--- src/rtl/tdm_align_pkg.sv ---
package tdm_align_pkg;
  typedef enum logic [2:0] {
    S_IDLE, S_MEAS, S_EVAL, S_REQ, S_WAIT, S_SETTLE, S_DONE, S_ERR
  } align_state_e;

  typedef enum logic [1:0] {
    M_ALIGN, M_UP, M_DN, M_CTR
  } search_mode_e;
endpackage

--- src/rtl/tdm_slot_accum.sv ---
// Per-slot code accumulation over a whole number of frames.
module tdm_slot_accum #(
  parameter int N_SLOTS  = 8,
  parameter int CODE_W   = 12,
  parameter int AVG_LOG2 = 4,
  localparam int SLOT_W  = $clog2(N_SLOTS),
  localparam int SUM_W   = CODE_W + AVG_LOG2
) (
  input  logic              clk,
  input  logic              rst_n,
  input  logic              clear,
  input  logic              meas_go,
  input  logic              valid,
  input  logic [CODE_W-1:0] code,
  output logic [SUM_W-1:0]  sums_o [N_SLOTS],
  output logic              meas_done
);
  localparam int CNT_W = SLOT_W + AVG_LOG2;

  logic [SLOT_W-1:0] slot, slot_n;
  logic [CNT_W-1:0]  cnt, cnt_n;
  logic              waiting, waiting_n, active, active_n;
  logic              acc_en, last;
  logic [SUM_W-1:0]  sums [N_SLOTS];
  logic [SUM_W-1:0]  sums_n [N_SLOTS];

  always_comb begin
    acc_en    = valid && !meas_go && (active || (waiting && slot == '0));
    last      = acc_en && (cnt == '1);
    slot_n    = clear ? '0 : (valid ? slot + 1'b1 : slot);
    cnt_n     = meas_go ? '0 : (acc_en ? cnt + 1'b1 : cnt);
    active_n  = meas_go ? 1'b0 : (acc_en ? !last : active);
    waiting_n = meas_go ? 1'b1 : (acc_en ? 1'b0 : waiting);
    for (int i = 0; i < N_SLOTS; i++) sums_n[i] = meas_go ? '0 : sums[i];
    if (acc_en) sums_n[slot] = sums[slot] + {{AVG_LOG2{1'b0}}, code};
  end

  always_ff @(posedge clk or negedge rst_n) begin
    if (!rst_n) begin
      slot      <= '0;
      cnt       <= '0;
      waiting   <= 1'b0;
      active    <= 1'b0;
      meas_done <= 1'b0;
      for (int i = 0; i < N_SLOTS; i++) sums[i] <= '0;
    end else begin
      slot      <= slot_n;
      cnt       <= cnt_n;
      waiting   <= waiting_n;
      active    <= active_n;
      meas_done <= last;
      for (int i = 0; i < N_SLOTS; i++) sums[i] <= sums_n[i];
    end
  end

  assign sums_o = sums;
endmodule

--- src/rtl/tdm_contrast_eval.sv ---
// Peak slot search and contrast of a chosen slot against the frame total.
module tdm_contrast_eval #(
  parameter int N_SLOTS = 8,
  parameter int SUM_W   = 16,
  localparam int SLOT_W = $clog2(N_SLOTS),
  localparam int TOT_W  = SUM_W + SLOT_W,
  localparam int CON_W  = TOT_W + 1
) (
  input  logic [SUM_W-1:0]        sums_i [N_SLOTS],
  input  logic                    sel_fixed,
  input  logic [SLOT_W-1:0]       fixed_idx,
  output logic [SLOT_W-1:0]       peak_idx,
  output logic signed [CON_W-1:0] contrast_o
);
  logic [TOT_W-1:0]  total;
  logic [SLOT_W-1:0] peak, pick;

  always_comb begin
    total = '0;
    peak  = '0;
    for (int i = 0; i < N_SLOTS; i++) begin
      total = total + TOT_W'(sums_i[i]);
      if (sums_i[i] > sums_i[peak]) peak = SLOT_W'(i);
    end
    pick       = sel_fixed ? fixed_idx : peak;
    contrast_o = $signed({1'b0, sums_i[pick], {SLOT_W{1'b0}}}) - $signed({1'b0, total});
  end

  assign peak_idx = peak;
endmodule

--- src/rtl/tdm_train_aligner.sv ---
module tdm_train_aligner
  import tdm_align_pkg::*;
#(
  parameter int N_SLOTS    = 8,
  parameter int CODE_W     = 12,
  parameter int AVG_LOG2   = 4,
  parameter int SETTLE_CYC = 4,
  parameter int MAX_STEPS  = 32,
  parameter int PH_W       = 8,
  parameter int THRESH     = 256,
  localparam int SLOT_W    = $clog2(N_SLOTS),
  localparam int SUM_W     = CODE_W + AVG_LOG2,
  localparam int CON_W     = SUM_W + SLOT_W + 1,
  localparam int STEP_W    = $clog2(MAX_STEPS + 1),
  localparam int SET_W     = $clog2(SETTLE_CYC + 1)
) (
  input  logic                   clk,
  input  logic                   rst_n,
  input  logic                   start,
  input  logic                   adc_valid,
  input  logic [CODE_W-1:0]      adc_code,
  input  logic                   phase_ack,
  output logic                   phase_req,
  output logic                   phase_up,
  output logic [SLOT_W-1:0]      chan_offset,
  output logic signed [PH_W-1:0] phase_pos,
  output logic                   done,
  output logic                   error
);
  align_state_e state, state_n;
  search_mode_e mode, mode_n;
  logic [SLOT_W-1:0]       offset_q, offset_n, peak_idx;
  logic signed [CON_W-1:0] c0_q, c0_n, contrast;
  logic signed [CON_W:0]   twice_c;
  logic signed [PH_W-1:0]  pos_q, pos_n, left_q, left_n, mid_q, mid_n, mid_calc;
  logic signed [PH_W:0]    sum_lr;
  logic                    up_q, up_n, edge_hit, meas_go, take_start;
  logic [STEP_W-1:0]       step_q, step_n;
  logic [SET_W-1:0]        set_q, set_n;
  logic [SUM_W-1:0]        sums [N_SLOTS];
  logic                    meas_done;

  tdm_slot_accum #(.N_SLOTS(N_SLOTS), .CODE_W(CODE_W), .AVG_LOG2(AVG_LOG2)) u_accum (
    .clk(clk), .rst_n(rst_n), .clear(take_start), .meas_go(meas_go),
    .valid(adc_valid), .code(adc_code), .sums_o(sums), .meas_done(meas_done));

  tdm_contrast_eval #(.N_SLOTS(N_SLOTS), .SUM_W(SUM_W)) u_eval (
    .sums_i(sums), .sel_fixed(mode != M_ALIGN), .fixed_idx(offset_q),
    .peak_idx(peak_idx), .contrast_o(contrast));

  always_comb begin
    twice_c  = {contrast, 1'b0};
    edge_hit = twice_c <= $signed({c0_q[CON_W-1], c0_q});
    sum_lr   = $signed({left_q[PH_W-1], left_q}) + $signed({pos_q[PH_W-1], pos_q});
    mid_calc = sum_lr[PH_W:1];
  end

  always_comb begin
    state_n = state;  mode_n = mode;  offset_n = offset_q;  c0_n = c0_q;
    pos_n = pos_q;  left_n = left_q;  mid_n = mid_q;  up_n = up_q;
    step_n = step_q;  set_n = set_q;  meas_go = 1'b0;
    take_start = start && (state == S_IDLE || state == S_DONE || state == S_ERR);
    case (state)
      S_MEAS: if (meas_done) state_n = S_EVAL;
      S_EVAL: begin
        state_n = S_REQ;
        case (mode)
          M_ALIGN:
            if (contrast <= $signed(CON_W'(THRESH))) state_n = S_ERR;
            else begin
              offset_n = peak_idx;  c0_n = contrast;
              mode_n = M_UP;  up_n = 1'b1;  step_n = '0;
            end
          M_UP:
            if (edge_hit) begin
              left_n = pos_q;  mode_n = M_DN;  up_n = 1'b0;  step_n = '0;
            end else if (step_q == STEP_W'(MAX_STEPS)) state_n = S_ERR;
          M_DN:
            if (edge_hit) begin
              mid_n = mid_calc;  mode_n = M_CTR;  up_n = 1'b1;
              if (mid_calc == pos_q) state_n = S_DONE;
            end else if (step_q == STEP_W'(MAX_STEPS)) state_n = S_ERR;
          default: state_n = S_DONE;
        endcase
      end
      S_REQ: state_n = S_WAIT;
      S_WAIT:
        if (phase_ack) begin
          pos_n  = up_q ? pos_q + PH_W'(1) : pos_q - PH_W'(1);
          step_n = (mode == M_CTR) ? step_q : step_q + 1'b1;
          set_n  = '0;
          state_n = S_SETTLE;
        end
      S_SETTLE:
        if (set_q == SET_W'(SETTLE_CYC - 1)) begin
          if (mode == M_CTR) state_n = (pos_q == mid_q) ? S_DONE : S_REQ;
          else begin
            meas_go = 1'b1;
            state_n = S_MEAS;
          end
        end else set_n = set_q + 1'b1;
      default: ;
    endcase
    if (take_start) begin
      pos_n = '0;  mode_n = M_ALIGN;  meas_go = 1'b1;  state_n = S_MEAS;
    end
  end

  always_ff @(posedge clk or negedge rst_n) begin
    if (!rst_n) begin
      state <= S_IDLE;  mode <= M_ALIGN;  offset_q <= '0;  c0_q <= '0;
      pos_q <= '0;  left_q <= '0;  mid_q <= '0;  up_q <= 1'b1;
      step_q <= '0;  set_q <= '0;
    end else begin
      state <= state_n;  mode <= mode_n;  offset_q <= offset_n;  c0_q <= c0_n;
      pos_q <= pos_n;  left_q <= left_n;  mid_q <= mid_n;  up_q <= up_n;
      step_q <= step_n;  set_q <= set_n;
    end
  end

  assign phase_req   = (state == S_REQ);
  assign phase_up    = up_q;
  assign chan_offset = offset_q;
  assign phase_pos   = pos_q;
  assign done        = (state == S_DONE);
  assign error       = (state == S_ERR);

  AST_REQ_PULSE: assert property (@(posedge clk) disable iff (!rst_n)
    phase_req |=> !phase_req);
  AST_POS_ON_ACK: assert property (@(posedge clk) disable iff (!rst_n)
    (phase_pos != $past(phase_pos)) |-> ($past(phase_ack) || $past(start)));
  AST_POS_UNIT: assert property (@(posedge clk) disable iff (!rst_n)
    ((phase_pos != $past(phase_pos)) && !$past(start)) |->
      ((phase_pos - $past(phase_pos) == PH_W'(1)) || ($past(phase_pos) - phase_pos == PH_W'(1))));
  AST_DONE_ERR_EXCL: assert property (@(posedge clk) disable iff (!rst_n)
    !(done && error));
  AST_ERR_HOLD: assert property (@(posedge clk) disable iff (!rst_n)
    (error && !start) |=> (error && $stable(phase_pos)));
  AST_DONE_HOLD: assert property (@(posedge clk) disable iff (!rst_n)
    (done && !start) |=> (done && $stable(chan_offset) && $stable(phase_pos)));
endmodule

--- config.mk ---
export PLATFORM = sky130hd
export DESIGN_NAME = tdm_train_aligner
export DESIGN_NICKNAME = d
export VERILOG_FILES = /design/src/rtl/tdm_align_pkg.sv /design/src/rtl/tdm_slot_accum.sv /design/src/rtl/tdm_contrast_eval.sv /design/src/rtl/tdm_train_aligner.sv
export SDC_FILE = /design/constraint.sdc
export NUM_CORES = 1
export LEC_CHECK = 0
export CORE_MARGIN = 1.5
export CORE_UTILIZATION = 59
export CTS_CLUSTER_SIZE = 8
export DETAILED_ROUTE_END_ITERATION = 6
export PLACE_DENSITY = 0.81
export SETUP_SLACK_MARGIN = 0.2
export SLEW_MARGIN = 20
export SYNTH_ARGS = -nofsm -noshare
export SYNTH_HDL_FRONTEND = slang
export SYNTH_SLANG_ARGS = --single-unit
--- constraint.sdc ---
create_clock -name clk -period 20.4 [get_ports clk]
set_clock_uncertainty 0.2 [all_clocks]
set_input_delay 2.04 -clock clk [delete_from_list [all_inputs] [get_ports clk]]
set_output_delay 2.04 -clock clk [all_outputs]
set_load 0.05 [all_outputs]
==> results by group, run 1 <==
Status
  • Outcome: finished clean

Floorplan
  • I/O pin total: 32
  • CORE AREA: between 0.03 and 0.04 mm²
  • Die W: between 150 and 200 µm
  • Die height: 192 µm
  • Initial core utilization: about 60%
  • Die area: 0.0370 mm²
  • Row cnt: 69

Yosys
  • Post-synth EDFFs: 0
  • Ys async rst share: 100%
  • Cell taking the most area after synthesis: dfrtp_1
  • Post-synthesis register bit count: slightly above 200
  • Most frequent cell after synthesis: ha_1
  • Synth Net Count: approximately 2700
  • Primary FF master, synth: dfrtp_1
  • Synth Area per Inst: between 8 and 9 µm²
  • Share of the synthesized area in the top cell type: between 20% and 30%
  • Post-Syn Instances: approximately 2400
  • Synth Cell Area: between 0.02 and 0.025 mm²
  • Yosys Warn Count: 0
  • Post-synth top cells: ha_1 (225), o21ai_0 (220), dfrtp_1 (202)
  • Share of the yosys chip area belonging to registers: roughly 24%
  • Synth cell types: between 90 and 100
  • Synth area leaders: dfrtp_1 (24%), ha_1 (13%), fa_1 (7.8%)

Global routing
  • Initial antenna violation count: 5
  • All-layer global routing usage: a little over two fifths
  • Vias in the first global route: 19900
  • Largest net degree at the start of global routing: 80
  • GRT overflow: 0
  • First-pass GRT wire length: roughly 120 mm

Timing
  • Worst-margin pin slew: roughly 1100 ps
  • Endpoints failing hold: 0
  • Fmax: around 51 MHz
  • Fin crit share: 96.7%
  • Minimum clock period: slightly below 20000 ps
  • RSZ-0062 raised after global routing: no
  • Rel. slew slack: between 20% and 30%
  • Setup tns final: 0 ps
  • Slew Viols, Final: 0
  • Final setup viols: 0

Min path
  • Worst hold path type: flop to flop
  • Hold Path Depth: 2
  • Worst hold endpoint: u_accum.waiting
  • Worst min-delay path startpoint: u_accum.waiting

Clocking
  • Reg clk slew, reported paths: around 50 ps
  • Root Buffer: clkbuf_16
  • H-Tree Depth: 1
  • Total CTS buffers: 29
  • Longest Clk Path Bufs: 3
  • Hold_buf cts: 0
  • Clk_lat worst skew: between 500 and 600 ps
  • CTS Sinks: 203
  • TritonCTS clock tree: yes

Setup path
  • Worst Path Required: 20640 ps
  • Critical Path Start Type: flop
  • Crit path largest cell delay: between 400 and 500 ps
  • CP max FO: 17
  • Reg-to-reg slack, setup: 660 ps
  • Worst R2R Path Depth: 90
  • Crit path max-delay cell type: mux2i_1
  • Reg2reg end: mode[1]
  • Worst EP arrival: approximately 20000 ps
  • Setup CP Type: flop to flop
  • R2r startpoint: u_accum.sums_o[121]
  • Setup crit end kind: flop

Power and ir drop
  • Sw Pwr: between 0.3 and 0.4 mW
  • Sw Share: between 30 and 40%
  • Lkg Pwr: approximately 12 nW
  • Clock power share: a little over two fifths
  • Power share of the sequential group: 39.1%
  • Comb power frac: roughly a fifth
  • PwrDens: approximately 44 mW/mm²
  • Peak supply drop: 0.0663 mV
  • Design Power: 1.07 mW
  • Pint: ~0.72 mW

Layout
  • Share of cells above drive strength 1: 14.3%
  • Final core utilization: about 70%
  • Nets@finish: 2862
  • Area Growth Syn to Fin: 15.2%
  • Fillers: roughly 2800

Job
  • Max-cap violations: 0

Routing
  • Post-route DRC: 0
  • DRT antenna net count: 0
  • 1st-iter DRT viols: roughly 2600
  • Total wire length: ~80 mm
  • Via Count: 20800
  • Wire per inst: 26.6 µm
  • TritonRoute pass-1 iters: 6
  • Routed vias/inst: 6.91

Placement
  • GPL Wtd Cong: between 1 and 1.5
  • Buffers on Ports: 31
  • HPWL after detailed placement: between 60 and 70 mm
## stage by stage
| step | hold slack, ps | cell area (µm²) | setup slack, ps | cells |
|---|---|---|---|---|
| 6_report | 302 | 24400 | 664 | 3017 |
| 5_1_grt | 327 | 24400 | 41.0 | 3013 |
| 4_1_cts | 300 | 23800 | 224 | 2993 |
| 3_5_place_dp | 287 | 22900 | -524 | 2947 |
| 3_3_place_gp | 268 | 22900 | -317 | 2947 |
| 2_1_floorplan | 239 | 21100 | 255 | 2418 |
## layer usage
layer  vias up  track usage, %  wire, µm
met1     10000            57.1     31400
met3       332            14.1     10400
met4         2            19.5      4330
met5         -               0        12
met2      1417            63.4     34000
li1       9054               -         -
## cells by family after synthesis
| family | count (synthesis) | share of synthesized area [%] |
|---|---|---|
| AND/OR/NAND/NOR | 603 | 14.0 |
| adder cells (fa/ha/maj) | 307 | 21.1 |
| XOR/XNOR | 88 | 3.65 |
| buffers and inverters | 320 | 5.86 |
| flip-flops | 203 | 24.0 |
| AO/OA/AOI/OAI | 700 | 21.8 |
| multiplexers | 197 | 9.65 |
## final cells by class
type	count	area, µm²	area share (%)
Timing Repair Buffer	206	1790	7.34
Clock buffer	44	802	3.29
Antenna cell	4	10.0	0.0411
Tap cell	461	577	2.37
Sequential cell	203	5080	20.9
Clock inverter	1	20.0	0.0822
Inverter	202	758	3.11
Multi-Input combinational cell	1896	15300	62.9
## worst max path at each step
| stage | startpoint | end | slack, ps | depth (start not counted) |
|---|---|---|---|---|
| after global routing | u_accum.sums_o[121] | mode[1] | 40 | 91 |
| after global placement | u_accum.sums_o[121] | mode[0] | -320 | 90 |
| after CTS | u_accum.sums_o[121] | mode[1] | 220 | 92 |
| final | u_accum.sums_o[121] | mode[1] | 660 | 90 |
| after detailed placement | u_accum.sums_o[121] | mode[1] | -520 | 90 |
| after floorplan | u_accum.sums_o[105] | left_q[1] | 260 | 95 |
## power groups by stage
stage / logic, mW / clock network (mW) / registers (mW)
floorplan: 0.117 / 0 / 0.415
global placement: 0.185 / 0 / 0.423
finish: 0.202 / 0.449 / 0.417
CTS: 0.189 / 0.451 / 0.417
global route: 0.207 / 0.468 / 0.418
detailed placement: 0.189 / 0 / 0.424
## cell usage in the layout, fill, tap and decap left out, drive strengths merged, types with 27 or more instances in the layout
cell,netlist,final
a22oi,39,39
clkbuf,79,46
a21o,53,53
nor2,117,117
mux2i,145,145
xnor2,52,52
o21ai,225,225
ha,225,225
o21a,27,27
nand4,34,34
nand3,168,168
nor3,41,41
a21oi,127,127
fa,82,82
mux2,52,52
xor2,36,36
clkdlybuf4s50,0,30
buf,39,174
dfrtp,202,202
inv,200,201
nand2,145,145
## timing repair
item,4_1_cts,5_1_grt
buffers inserted,1,17
cloned,0,3
gates resized for setup,20,93
pin swaps,1,27
setup endpoints to repair,41,50
## critical path, delay by kind of cell (launching register included)
kind            cells  cell delay [ps]
fa+ha+maj           9             2610
compound gates     45             9350
simple gates       17             2820
mux                 7             1870
buf+inv            12             2280
flops               1              380
## sequential cells by signal (all words and copies together) (netlist names)
| signal | count |
|---|---|
| set_q | 3 |
| step_q | 6 |
| u_accum.active | 1 |
| c0_q | 20 |
| state | 3 |
| phase_pos | 8 |
| u_accum.slot | 3 |
| u_accum.sums_o | 128 |
| u_accum.cnt | 7 |
| chan_offset | 3 |
| u_accum.waiting | 1 |
| mid_q | 8 |
| mode | 2 |
| u_accum.meas_done | 1 |
| phase_up | 1 |
| left_q | 8 |
No activity file was read; power rests on OpenSTA's default activity.
==> run 2, diff against run 1 <==
- CTS_CLUSTER_DIAMETER: not set -> 150
==> results by group, run 2 (synthesized netlist as in run 1, its figures left out) <==
Status
  • Outcome: finished clean

Floorplan
  • Die W: 192 µm (unchanged)
  • Die height: 192 µm (unchanged)
  • CORE AREA: 0.0354 mm² (unchanged)
  • I/O pin total: 32 (unchanged)
  • Die area: 0.0370 mm² (unchanged)
  • Initial core utilization: 59.7% (unchanged)
  • Row cnt: 69 (unchanged)

Power and ir drop
  • Peak supply drop: 0.0615 mV (-7.3%)
  • Lkg Pwr: 12.2 nW (-0.29%)
  • PwrDens: 43.7 mW/mm² (-0.37%)

Routing
  • Total wire length: 80.1 mm (-0.15%)
  • Wire per inst: 26.6 µm (about the same)
  • Routed vias/inst: 6.89 (-0.27%)
  • TritonRoute pass-1 iters: 7 (+1)
  • 1st-iter DRT viols: 2729 (+6.1%)
  • Post-route DRC: 0 (unchanged)
  • Via Count: 20700 (-0.43%)
  • DRT antenna net count: 0 (unchanged)

Timing
  • Slew Viols, Final: 0 (unchanged)
  • WHS: 312 ps (+9.81 ps)
  • Worst-margin pin slew: 1130 ps (+5.70 ps)
  • Final setup viols: 0 (unchanged)
  • Fin crit share: 96.8% (about the same)
  • Fmax: 50.6 MHz (about the same)
  • Minimum clock period: 19750 ps (+13.6 ps)
  • Endpoints failing hold: 0 (unchanged)
  • Rel. slew slack: 24.6% (-0.58 points)

Setup path
  • Critical Path Start Type: flop
  • CP Buf/Inv Count: 12 (unchanged)
  • Setup crit end kind: flop
  • Crit path largest cell delay: 410 ps (about the same)
  • CP max FO: 19 (+2)
  • Worst EP arrival: 20010 ps (+30 ps)
  • Crit. Startpoint: u_accum.sums_o[121]
  • Setup CP Type: flop to flop
  • Worst Path Required: 20660 ps (+20 ps)
  • R2r startpoint: u_accum.sums_o[121]
  • Crit path max-delay cell type: a221o_1
  • Critical Path Most Common Cell: ha_1
  • Crit path max-delay family: compound AO/OA/AOI/OAI gates

Global routing
  • Largest net degree at the start of global routing: 80 (unchanged)
  • Vias in the first global route: 19800 (-0.39%)
  • Initial antenna violation count: 4 (-1)
  • First-pass GRT wire length: 118 mm (-0.37%)
  • All-layer global routing usage: 42.9% (-0.12 points)
  • GRT overflow: 0 (unchanged)

Layout
  • Fillers: 2848 (+0.35%)
  • Share of cells above drive strength 1: 14.2% (-0.062 points)
  • Commonest non-fill, non-tap cell in the layout: ha_1
  • Post-route cell area: 0.0243 mm² (-0.19%)
  • Nets@finish: 2860 (-0.070%)
  • Number of flip-flops in the largest register: 128 (unchanged)
  • Final Non-Filler Cells: 3012 (-0.17%)
  • Area Growth Syn to Fin: 15.0%
  • Commonest non-fill, non-tap cells in the layout: ha_1 (223), o21ai_0 (212), dfrtp_1 (202), inv_1 (199), nand3_1 (168)

Placement
  • HPWL after detailed placement: 60.4 mm (unchanged)
  • Buffers on Ports: 31 (unchanged)
  • Placed cell areas: 0.0229 mm² (unchanged)
  • Dpl cells: 2947 (unchanged)
  • GPL Wtd Cong: 1.10 (unchanged)

Clocking
  • TritonCTS clock tree: yes
  • Total CTS buffers: 29 (unchanged)
  • Clk_lat worst skew: 580 ps (about the same)
  • Reg clk slew, reported paths: 60 ps (about the same)
  • Longest Clk Path Bufs: 3 (unchanged)
  • Hold_buf cts: 0 (unchanged)
  • CTS Sinks: 203 (unchanged)
  • H-Tree Depth: 1 (unchanged)
  • Root Buffer: clkbuf_16

Min path
  • Worst hold path type: flop to flop
  • Worst min-delay path startpoint: left_q[5]

Job
  • Max-cap violations: 0 (unchanged)
## run 2: changes by cell type in the layout (fill, tap and decap cells not counted), sizes merged
cell,before,now
clkbuf,46,44
diode,4,2
buf,174,172
clkinvlp,0,1
## run 2: power by group
part	switching, mW	internal, mW	total (mW)
registers	0.0112	0.406	0.418
clock network	0.185	0.259	0.444
logic	0.152	0.0496	0.202
## run 2: worst reg2reg max path: cells and delay by family, from the launching register on
| kind | cells | cell delay [ps] |
|---|---|---|
| mux | 8 | 2310 |
| compound gates | 36 | 8020 |
| simple gates | 22 | 3540 |
| fa+ha+maj | 9 | 2630 |
| xor+xnor | 1 | 220 |
| flops | 1 | 380 |
| buf+inv | 12 | 2280 |
## run 2: timing repair
action	4_1_cts	5_1_grt
endpoints found under the hold margin	0	0
pin swaps	1	27
setup buffers	1	14
resized for setup	19	94
cloned	0	4
setup endpoints to repair	43	50
## run 2: layout make-up
type	instances	area [µm²]	share of cell area, %
inverter	202	758	3.12
antenna	2	5.00	0.0206
clock inverter	2	27.5	0.113
multi-input combinational	1896	15300	63.0
timing repair buffer	204	1770	7.27
sequential	203	5080	20.9
tap	461	577	2.37
clock buffer	42	774	3.18
## run 2: stage by stage
stage	setup TNS, ps	util [%]	power, mW	setup WS (ps)
global placement	-5960	64.6	0.608	-317
floorplan	0	-	0.531	255
detailed placement	-10800	64.6	0.612	-524
global route	-16.4	68.7	1.09	-16.4
finish	0	68.7	1.06	650
CTS	0	67.1	1.05	248
## run 2: final timing paths
check | slack, ps | endpoint | cells past startpoint
setup / recovery | 650 | mid_q[0] | 88
hold / removal | 310 | left_q[5] | 1
setup reg to reg | 650 | mid_q[0] | 88
hold reg to reg | 310 | left_q[5] | 1
max in group asynchronous | 17340 | u_accum.sums_o[120] | 2
min in group asynchronous | 1270 | c0_q[19] | 1
## run 2: per-layer routing
| metal | vias to the layer above | part of all wire (%) | GRT usage (%) |
|---|---|---|---|
| met5 | - | 0.015 | 0.687 |
| li1 | 9050 | - | - |
| met3 | 324 | 13 | 14.2 |
| met1 | 9979 | 39 | 57.0 |
| met2 | 1389 | 42 | 62.9 |
| met4 | 2 | 5.3 | 19.9 |
